`config.mk`:
```
export PLATFORM = sky130hd
export DESIGN_NAME = branch_resolve
export DESIGN_NICKNAME = d
export VERILOG_FILES = /design/src/rtl/branch_resolve_pkg.sv /design/src/rtl/branch_resolve_ctrl.sv /design/src/rtl/branch_resolve_dp.sv /design/src/rtl/branch_resolve.sv
export SDC_FILE = /design/constraint.sdc
export NUM_CORES = 1
export LEC_CHECK = 0
export CAP_MARGIN = 20
export CORE_AREA = 2 2 39 41
export DETAILED_ROUTE_END_ITERATION = 12
export DIE_AREA = 0 0 41 43
export PLACE_DENSITY = 0.42
export SLEW_MARGIN = 15
export SYNTH_ARGS = -nofsm -noshare
export SYNTH_HDL_FRONTEND = slang
export SYNTH_SLANG_ARGS = --single-unit
```
`constraint.sdc`:
```
create_clock -name vclk -period 1.4
set_clock_uncertainty 0.15 [all_clocks]
set_input_delay 0.28 -clock vclk [all_inputs]
set_output_delay 0.28 -clock vclk [all_outputs]
set_load 0.01 [all_outputs]
```
`src/rtl/branch_resolve_pkg.sv`:
```
package branch_resolve_pkg;
  localparam int NUM_CLASSES = 5;
  localparam int LS_TYPE_W   = 2;

  typedef enum logic [2:0] {
    CLS_UNCOND = 3'd0,
    CLS_LT     = 3'd1,
    CLS_GT     = 3'd2,
    CLS_NE     = 3'd3,
    CLS_EQ     = 3'd4
  } class_e;

  typedef struct packed {
    logic [NUM_CLASSES-1:0] classHit;
    logic                   forceTaken;
    logic                   pickUcode;
  } strobes_t;
endpackage

```
`src/rtl/branch_resolve_ctrl.sv`:
```
module branch_resolve_ctrl
  import branch_resolve_pkg::*;
(
  input  logic [NUM_CLASSES-1:0] grpQual,
  input  logic                   cmpEq,
  input  logic                   cmpGt,
  input  logic                   cmpLt,
  input  logic                   instValid,
  input  logic                   killInst,
  input  logic                   reissue,
  input  logic                   ucodeWrPc,
  input  logic                   cacheReq,
  input  logic                   ucodeBusy,
  output strobes_t               strobes
);
  logic                   liveInst;
  logic [NUM_CLASSES-1:0] classIn;
  logic [NUM_CLASSES-1:0] classGated;
  logic [NUM_CLASSES-1:0] classCond;

  assign liveInst = instValid & ~killInst;

  // The microcode PC write enters the unconditional class before gating.
  assign classIn = grpQual | {{(NUM_CLASSES-1){1'b0}}, ucodeWrPc};

  generate
    for (genvar g = 0; g < NUM_CLASSES; g++) begin : g_class
      assign classGated[g] = classIn[g] & liveInst;
      if (g == int'(CLS_EQ)) begin : g_eq
        assign classCond[g] = cmpEq;
      end else if (g == int'(CLS_NE)) begin : g_ne
        assign classCond[g] = ~cmpEq;
      end else if (g == int'(CLS_GT)) begin : g_gt
        assign classCond[g] = cmpGt;
      end else if (g == int'(CLS_LT)) begin : g_lt
        assign classCond[g] = cmpLt;
      end else begin : g_uncond
        assign classCond[g] = 1'b1;
      end
    end
  endgenerate

  assign strobes.classHit   = classGated & classCond;
  assign strobes.forceTaken = reissue;
  assign strobes.pickUcode  = ucodeBusy & ~cacheReq;

  always_comb begin
    if (!liveInst)
      assert_gate_R7: assert (strobes.classHit == '0)
        else $error("class hit while instruction not live");
  end
endmodule

```
`src/rtl/branch_resolve_dp.sv`:
```
module branch_resolve_dp
  import branch_resolve_pkg::*;
(
  input  strobes_t               strobes,
  input  logic [LS_TYPE_W-1:0]   rawLsType,
  input  logic [LS_TYPE_W-1:0]   ucodeLsType,
  output logic                   takenCond,
  output logic                   takenAny,
  output logic [LS_TYPE_W-1:0]   lsType
);
  assign takenCond = |strobes.classHit;
  assign takenAny  = takenCond | strobes.forceTaken;
  assign lsType    = strobes.pickUcode ? ucodeLsType : rawLsType;
endmodule

```
`src/rtl/branch_resolve.sv`:
```
module branch_resolve
  import branch_resolve_pkg::*;
(
  input  logic [NUM_CLASSES-1:0] grpQual,
  input  logic                   cmpEq,
  input  logic                   cmpGt,
  input  logic                   cmpLt,
  input  logic                   instValid,
  input  logic                   killInst,
  input  logic                   reissue,
  input  logic                   ucodeWrPc,
  input  logic                   cacheReq,
  input  logic                   ucodeBusy,
  input  logic [LS_TYPE_W-1:0]   rawLsType,
  input  logic [LS_TYPE_W-1:0]   ucodeLsType,
  output logic                   takenCond,
  output logic                   takenAny,
  output logic [LS_TYPE_W-1:0]   lsType
);
  strobes_t strobes;

  branch_resolve_ctrl u_ctrl (
    .grpQual   (grpQual),
    .cmpEq     (cmpEq),
    .cmpGt     (cmpGt),
    .cmpLt     (cmpLt),
    .instValid (instValid),
    .killInst  (killInst),
    .reissue   (reissue),
    .ucodeWrPc (ucodeWrPc),
    .cacheReq  (cacheReq),
    .ucodeBusy (ucodeBusy),
    .strobes   (strobes)
  );

  branch_resolve_dp u_dp (
    .strobes     (strobes),
    .rawLsType   (rawLsType),
    .ucodeLsType (ucodeLsType),
    .takenCond   (takenCond),
    .takenAny    (takenAny),
    .lsType      (lsType)
  );

  always_comb begin
    if (reissue)
      assert_reissue_forces_R8: assert (takenAny)
        else $error("reissue did not force taken");
    if (instValid && !killInst && (grpQual[0] || ucodeWrPc))
      assert_uncond_taken_R5: assert (takenCond)
        else $error("unconditional class not taken");
    if (instValid && !killInst && grpQual == 5'b01000)
      assert_ne_class_R2: assert (takenCond == !cmpEq)
        else $error("not-equal class mismatch");
    if (ucodeBusy && !cacheReq)
      assert_type_sel_R9: assert (lsType == ucodeLsType)
        else $error("microcode type not selected");
    assert_any_cover_R11: assert (takenAny == (takenCond | reissue))
      else $error("taken outputs inconsistent");
  end
endmodule

```
==> flow_metrics.tcl, run 1 <==
set metrics [dict create \
    finalHoldViolCount 0 \
    finalMaxSlewViolations 0 \
    rsz0062_at_grt "true" \
    critPathSlowestCell "a211oi_4" \
    cpPeakStageDelay_ns 0.24 \
    final_net_count 51 \
    min_from "grpQual[1]" \
    netlist_area_um2 80.1 \
    die-area_um2 1760 \
    viasPerCell 3.51 \
    routed_wl_um 465 \
    crit_buf_inv 2 \
    fp.dieH_um 43 \
    post_dp_cell_area_um2 320 \
    start_kind "input port" \
    fin_area_um2 295 \
    ctsHoldBuffers 0 \
    peakVddDrop_v 0.0000542 \
    pwr_density_cell_nw_per_um2 274 \
    cp_cell_sequence "buf_6, a211oi_4, a311oi_2, or2_1, buf_2" \
    fp-row-count 14 \
    synth_warnings 0 \
    cp_top_family "compound AO/OA/AOI/OAI gates" \
    grt_remaining_overflow 0 \
    total_leakage_power_nw 0.151 \
    via_count 165 \
    ios 22 \
    cp_data_arrival_time_ns 1.09 \
    setup_ws_ns -0.116 \
    wire_per_inst_um 9.89 \
    drt_iter0_drc 0 \
    fin_crit_ns 1.52 \
    postCtsSetupBuffers 0 \
    max_freq_ghz 0.659 \
    start_util_pct 5.79 \
    grt_usage_pct 4.60 \
    first_pass_iters 1 \
    drc 0 \
    synth_fp_nets 27 \
    whs_ns 0.779 \
    setup_viol 1 \
    routabilityCongestion 0.580 \
    hold_path_class "input port to output port" \
    max_slew_margin_pct 85.4 \
    total_power_uw 80.9 \
    coreArea_um2 1380 \
    period_share_pct 108 \
    grt_pass1_wl_um 572 \
    n_clock_buffer 0 \
    die_x_um 41 \
    cp_data_required_time_ns 0.97 \
    hpwl_um 407 \
    regArea_um2 0 \
    antenna_left 0 \
    drive_gt1_share_pct 67.7 \
    ys_seq_area_share_pct 0 \
    crit_path_end_kind "output port" \
    grt_pass1_vias 155 \
    synthCells 9 \
    area_delta_synth_final_pct 269 \
    critPathLaunch "grpQual[2]" \
    path_class "input port to output port" \
    fin_setup_tns_ns -0.116 \
    seq_cell_count 0 \
    pre_cts_slack_ns -0.850 \
    tightest_slew_ns 0.219 \
    cp_max_fo 2 \
    status "finished with violations" \
    avgSynthCellArea_um2 8.90 \
    insertedDiodeCount 0 \
    antenna_found_initial 0 \
    port_buffers 22 \
    violations "setup timing" \
    yosys.cell_types.count 8 \
    cap_viol_max_count 0 \
    grt_max_degree 3 \
]
-- power by group --
group | internal, mW | switching (mW) | total [mW]
logic | 0.0539 | 0.0270 | 0.0809
clock network | 0 | 0 | 0
registers | 0 | 0 | 0
total | 0.0539 | 0.0270 | 0.0809
-- Yosys cell counts (all sizes together) --
cell type	count	area (um^2)
mux2i	1	10.0
or2	1	6.26
a211oi	1	12.5
nand2b	1	6.26
a311oi	1	15.0
mux2	2	22.5
nand2	1	3.75
inv	1	3.75
-- kinds of logic after synthesis --
| logic type | Yosys count | synth area share [%] |
|---|---|---|
| buf+inv | 1 | 4.68 |
| compound gates | 2 | 34.4 |
| mux | 3 | 40.6 |
| simple gates | 3 | 20.3 |
-- layout by cell type, fill, tap and decap left out --
cell	n
nand2_1	1
dlygate4sd2_1	6
clkbuf_2	2
or2_1	1
a211oi_4	1
inv_1	1
buf_2	8
a311oi_2	1
buf_6	5
mux2_4	2
mux2i_2	1
clkdlybuf4s50_1	1
nand2b_4	1
-- timing repair --
action,CTS,global route
pin swaps,4,3
setup endpoints to repair,4,2
gates resized for setup,64,4
cloned,0,0
-- stage by stage --
| stage | cells | utilization (%) |
|---|---|---|
| 2_1_floorplan | 9 | - |
| 3_3_place_gp | 47 | 23.1 |
| 3_5_place_dp | 47 | 23.1 |
| 4_1_cts | 47 | 21.3 |
| 5_1_grt | 47 | 21.3 |
| 6_report | 47 | 21.3 |
-- worst paths after layout --
check / endpoint / cells past startpoint / slack [ns]
max: takenAny / 5 / -0.12
min: takenCond / 4 / 0.78
-- worst min-delay path, delay by kind of cell --
| family | cells | cell delay, ns |
|---|---|---|
| AND/OR/NAND/NOR | 1 | 0.06 |
| buffers and inverters | 2 | 0.21 |
| AO/OA/AOI/OAI | 1 | 0.10 |
-- layer usage --
| metal | part of all wire, % | global-route usage [%] |
|---|---|---|
| met1 | 27 | 3.16 |
| met2 | 51 | 10.9 |
| met3 | 21 | 0.524 |
| met4 | 0 | 0 |
| met5 | 0 | 0 |
-- layout make-up --
type | count | area [um^2]
tap | 16 | 20.0
multi-input combinational | 8 | 103
fill | 160 | 1090
inverter | 1 | 3.75
timing repair buffer | 22 | 169
No activity file was read; power rests on OpenSTA's default activity.
==> run 2, diff against run 1 <==
- ABC_AREA: not set -> 1
- PLACE_DENSITY: 0.42 -> 0.44
==> run 2 against run 1 <==
The run now ends clean. Sequential cell count did not move. Critical path depth rose by 3. Count of clock-buffer cells in the layout did not move. Non-clock buffer count did not move. Via count rose by 35%. Synthesized area rose by 30%. Total power fell by 12%. Sequential share of layout area did not move. Global-route usage fell by 0.20 points. Maximum frequency rose by 15%.
==> flow_metrics.tcl, run 2 <==
set metrics [dict create \
    status "finished, final reports clean" \
    cp_max_fo 2 \
    peakVddDrop_v 0.0000556 \
    hold_path_class "input port to output port" \
    fp-row-count 14 \
    n_clock_buffer 0 \
    synth_warnings 0 \
    hold_end "takenAny" \
    setup_viol 0 \
    layout_commonest_cell "nand2_1" \
    cp_data_required_time_ns 0.97 \
    min_from "reissue" \
    cp_data_arrival_time_ns 0.89 \
    top_layer "met3" \
    finalHoldViolCount 0 \
    max_slew_margin_pct 92.6 \
    regArea_um2 0 \
    seq_cell_count 0 \
    total_leakage_power_nw 0.208 \
    cap_viol_max_count 0 \
    wl_met3_um 94 \
    grt_max_degree 4 \
    grt_remaining_overflow 0 \
    die-area_um2 1760 \
    antenna_found_initial 0 \
    coreArea_um2 1380 \
    via_count 223 \
    avgSynthCellArea_um2 4.15 \
    yosysMostFrequentCell "nand2_1" \
    drt_iter0_drc 0 \
    first_pass_iters 1 \
    yosys.cell_types.count 5 \
    fin_crit_ns 1.32 \
    dp_cells 63 \
    total_power_uw 70.9 \
    fp.dieH_um 43 \
    netlist_area_um2 104 \
    hold_depth 4 \
    drive_gt1_share_pct 44.7 \
    grt_usage_pct 4.40 \
    final_util_pct 21.6 \
    ys_seq_area_share_pct 0 \
    ys_top_cells_by_area "nand2_1, inv_1, nor2_1" \
    ios 22 \
    max_freq_ghz 0.759 \
    die_x_um 41 \
    area_delta_synth_final_pct 188 \
    synth_commonest_cells "nand2_1, inv_1, nor2_1" \
    fillers 177 \
    insertedDiodeCount 0 \
    port_buffers 22 \
    drc 0 \
    pwr_density_cell_nw_per_um2 237 \
    wire_per_inst_um 6.60 \
    tightest_slew_ns 0.111 \
    routabilityCongestion 0.527 \
    synthCells 25 \
    viasPerCell 3.54 \
    grt_pass1_wl_um 593 \
    start_kind "input port" \
    synth_top_area_share_pct 47.0 \
    routed_wl_um 416 \
    hpwl_um 363 \
    synth_fp_nets 43 \
    rsz0062_at_grt "false" \
    mostFrequentLayoutCells "nand2_1, dlygate4sd2_1, clkbuf_2, buf_2" \
    final_cell_count_no_fill 63 \
    wl_met1_um 145 \
    start_util_pct 7.50 \
    period_share_pct 94.2 \
    antenna_left 0 \
    crit_path_end_kind "output port" \
    path_class "input port to output port" \
    final_net_count 67 \
    grt_pass1_vias 192 \
    route.met2.wl_um 176 \
    synth_largest_area_cell "nand2_1" \
    finalMaxSlewViolations 0 \
]
run 2: changes by cell type in the layout (fill, tap and decap cells not counted), sizes merged, moves of 2 or more:
| cell | before | now |
|---|---|---|
| nand2 | 1 | 13 |
| buf | 13 | 6 |
| inv | 1 | 6 |
| clkbuf | 2 | 6 |
| nor2 | 0 | 4 |
| dlymetal6s2s | 0 | 3 |
| mux2 | 2 | 0 |
| nand3 | 0 | 2 |
run 2: logic make-up after synthesis:
| logic type | after synthesis | synth area share [%] |
|---|---|---|
| simple gates | 19 | 78.3 |
| buf+inv | 6 | 21.7 |
run 2: how the worst max path moves through the flow:
stage	from	to	slack [ns]	depth (start not counted)
2_1_floorplan	ucodeWrPc	takenAny	0.34	6
3_3_place_gp	cmpEq	takenAny	-0.64	8
3_5_place_dp	cmpLt	takenAny	-0.63	8
4_1_cts	grpQual[2]	takenAny	0.002	8
5_1_grt	grpQual[4]	takenAny	0.00002	8
6_report	grpQual[4]	takenAny	0.08	8
run 2: critical path, stage by stage:
cell             delay [ns]
clkdlybuf4s15_1        0.16
nand2_1                0.06
nand2_1                0.05
inv_1                  0.05
nand2_1                0.06
nand2_2                0.06
nand2_1                0.04
buf_2                  0.13
run 2: metal layers:
metal	up-vias	global-route usage [%]
met5	-	0
met4	0	0
met3	0	1.05
met2	17	8.44
met1	91	4.75
li1	115	-
run 2: report_power, final:
group          leakage [nW]  internal (mW)  total (mW)  switching, mW
Clock                     0              0           0              0
Combinational         0.208         0.0403      0.0709         0.0306
Sequential                0              0           0              0
run 2: through the flow:
step | worst slack, ns | hold WS [ns] | TNS (ns) | instance area, um^2
3_3_place_gp | -0.644 | 1.36 | -2.34 | 344
2_1_floorplan | 0.338 | 0.519 | 0 | 104
3_5_place_dp | -0.626 | 1.37 | -2.29 | 344
6_report | 0.0818 | 0.693 | 0 | 299
5_1_grt | 0.0000165 | 0.741 | 0 | 299
4_1_cts | 0.00241 | 0.836 | 0 | 310
run 2: what timing repair did:
item | CTS | global route
hold buffers | 0 | 0
pin swaps | 15 | 9
endpoints found under the setup margin | 4 | 4
resized for setup | 45 | 14
endpoints found under the hold margin | 0 | 0
setup buffers | 0 | 0
run 2: cell type report:
type	instances	area, um^2	area share, %
Multi-Input combinational cell	19	96.3	32.2
Timing Repair Buffer	22	160	53.6
Inverter	6	22.5	7.53
Tap cell	16	20.0	6.69
==> run 3, diff against run 2 <==
- PLACE_DENSITY: 0.44 -> not set
==> run 3 against run 2 <==
Worst hold slack worse by 0.0040 ns. Combinational power is 6.3% lower. Total power decreased by 6.3%. Critical path depth stayed put. Worst setup slack improved by 0.011 ns. Largest power group unchanged. Highest routed layer unchanged.
==> flow_metrics.tcl, run 3 (same netlist as run 2, synthesis figures left out) <==
set metrics [dict create \
    status "finished, final reports clean" \
    pwr_density_cell_nw_per_um2 229 \
    grt_max_degree 4 \
    routed_wl_um 369 \
    cp_cell_sequence "clkdlybuf4s15_1, nand2_1, nand2_1, inv_1, nand2_1, nand2_1, nand2_1, buf_2" \
    fillers 171 \
    min_from "reissue" \
    antenna_found_initial 0 \
    critPathSlowestCell "clkdlybuf4s15_1" \
    cp_data_required_time_ns 0.97 \
    via_count 213 \
    max_slew_margin_pct 92.5 \
    viasPerCell 3.38 \
    fp-row-count 14 \
    path_class "input port to output port" \
    start_kind "input port" \
    grt_pass1_wl_um 469 \
    crit_path_end_kind "output port" \
    grt_pass1_vias 149 \
    pre_cts_slack_ns -0.638 \
    die_x_um 41 \
    die-area_um2 1760 \
    first_pass_iters 3 \
    routabilityCongestion 0.507 \
    max_freq_ghz 0.765 \
    regArea_um2 0 \
    layout_commonest_cell "nand2_1" \
    drive_gt1_share_pct 34.0 \
    area_delta_synth_final_pct 180 \
    hold_end "takenAny" \
    cpPeakStageDelay_ns 0.16 \
    hpwl_um 341 \
    hold_path_class "input port to output port" \
    tightest_slew_ns 0.113 \
    cp_max_fo 2 \
    finalMaxSlewViolations 0 \
    setup_viol 0 \
    cp_data_arrival_time_ns 0.88 \
    antenna_left 0 \
    insertedDiodeCount 0 \
    whs_ns 0.689 \
    fin_crit_ns 1.31 \
    start_util_pct 7.50 \
    grt_remaining_overflow 0 \
    drc 0 \
    finalHoldViolCount 0 \
    wire_per_inst_um 5.86 \
    port_buffers 22 \
    setup_ws_ns 0.0929 \
    n_clock_buffer 0 \
    cpMostUsedCell "nand2_1" \
    final_net_count 67 \
    cap_viol_max_count 0 \
    period_share_pct 93.4 \
    hold_depth 4 \
    fp.dieH_um 43 \
    grt_usage_pct 3.40 \
    drt_iter0_drc 2 \
    ios 22 \
    mostFrequentLayoutCells "nand2_1, clkbuf_2, dlygate4sd2_1, buf_2" \
    seq_cell_count 0 \
    peakVddDrop_v 0.0000596 \
    coreArea_um2 1380 \
    rsz0062_at_grt "false" \
    total_leakage_power_nw 0.215 \
]
## run 3: cell count changes in the layout (fill, tap and decap cells not counted)
| cell | delta |
|---|---|
| buf_2 | -1 |
| clkbuf_2 | +1 |
| dlygate4sd2_1 | -1 |
| dlymetal6s2s_1 | +1 |
| nand2_1 | +3 |
| nand2_2 | -3 |
| nor2_1 | +2 |
| nor2_2 | -2 |
## run 3: layout make-up
class	count	area (um^2)	area share, %
inverters	6	22.5	7.76
repair buffers	22	164	56.5
well taps	16	20.0	6.90
multi-input cells	19	83.8	28.9
## run 3: power breakdown
| group | switching (mW) | total [mW] | internal, mW | leakage, nW |
|---|---|---|---|---|
| clock | 0 | 0 | 0 | 0 |
| sequential | 0 | 0 | 0 | 0 |
| combinational | 0.0276 | 0.0664 | 0.0388 | 0.215 |
| total | 0.0276 | 0.0664 | 0.0388 | 0.215 |
## run 3: how the worst max path moves through the flow
stage / from / endpoint / slack, ns / depth (start not counted)
2_1_floorplan: ucodeWrPc / takenAny / 0.34 / 6
3_3_place_gp: cmpEq / takenAny / -0.63 / 8
3_5_place_dp: grpQual[3] / takenCond / -0.64 / 8
4_1_cts: ucodeLsType[1] / lsType[1] / 0.0005 / 4
5_1_grt: grpQual[4] / takenAny / 0.01 / 8
6_report: grpQual[4] / takenAny / 0.09 / 8
## run 3: critical path, delay by kind of cell
family / cells / cell delay [ns]
buffers and inverters: 3 / 0.34
and+or+nand+nor: 5 / 0.25
## run 3: per-layer routing
| metal | share of wire, % | vias up | track usage [%] |
|---|---|---|---|
| met2 | 35 | 17 | 6.56 |
| met5 | 0 | - | 0 |
| met4 | 0 | 0 | 0 |
| met3 | 22 | 0 | 0.524 |
| met1 | 43 | 79 | 3.80 |
| li1 | - | 117 | - |
## run 3: stage by stage
stage / cells / util, % / setup TNS (ns) / instance area [um^2] / power (mW)
after floorplan: 25 / - / 0 / 104 / 0.0238
after global placement: 63 / 24.9 / -2.28 / 344 / 0.0924
after detailed placement: 63 / 24.9 / -2.33 / 344 / 0.0932
after CTS: 63 / 22.7 / 0 / 314 / 0.0745
after global routing: 63 / 21.0 / 0 / 290 / 0.0746
final: 63 / 21.0 / 0 / 290 / 0.0664
## run 3: repair_timing
item / in CTS / in global routing
pin swaps: 15 / 13
endpoints found under the setup margin: 4 / 4
hold buffers: 0 / 0
gates resized for setup: 42 / 12
setup buffers: 0 / 0
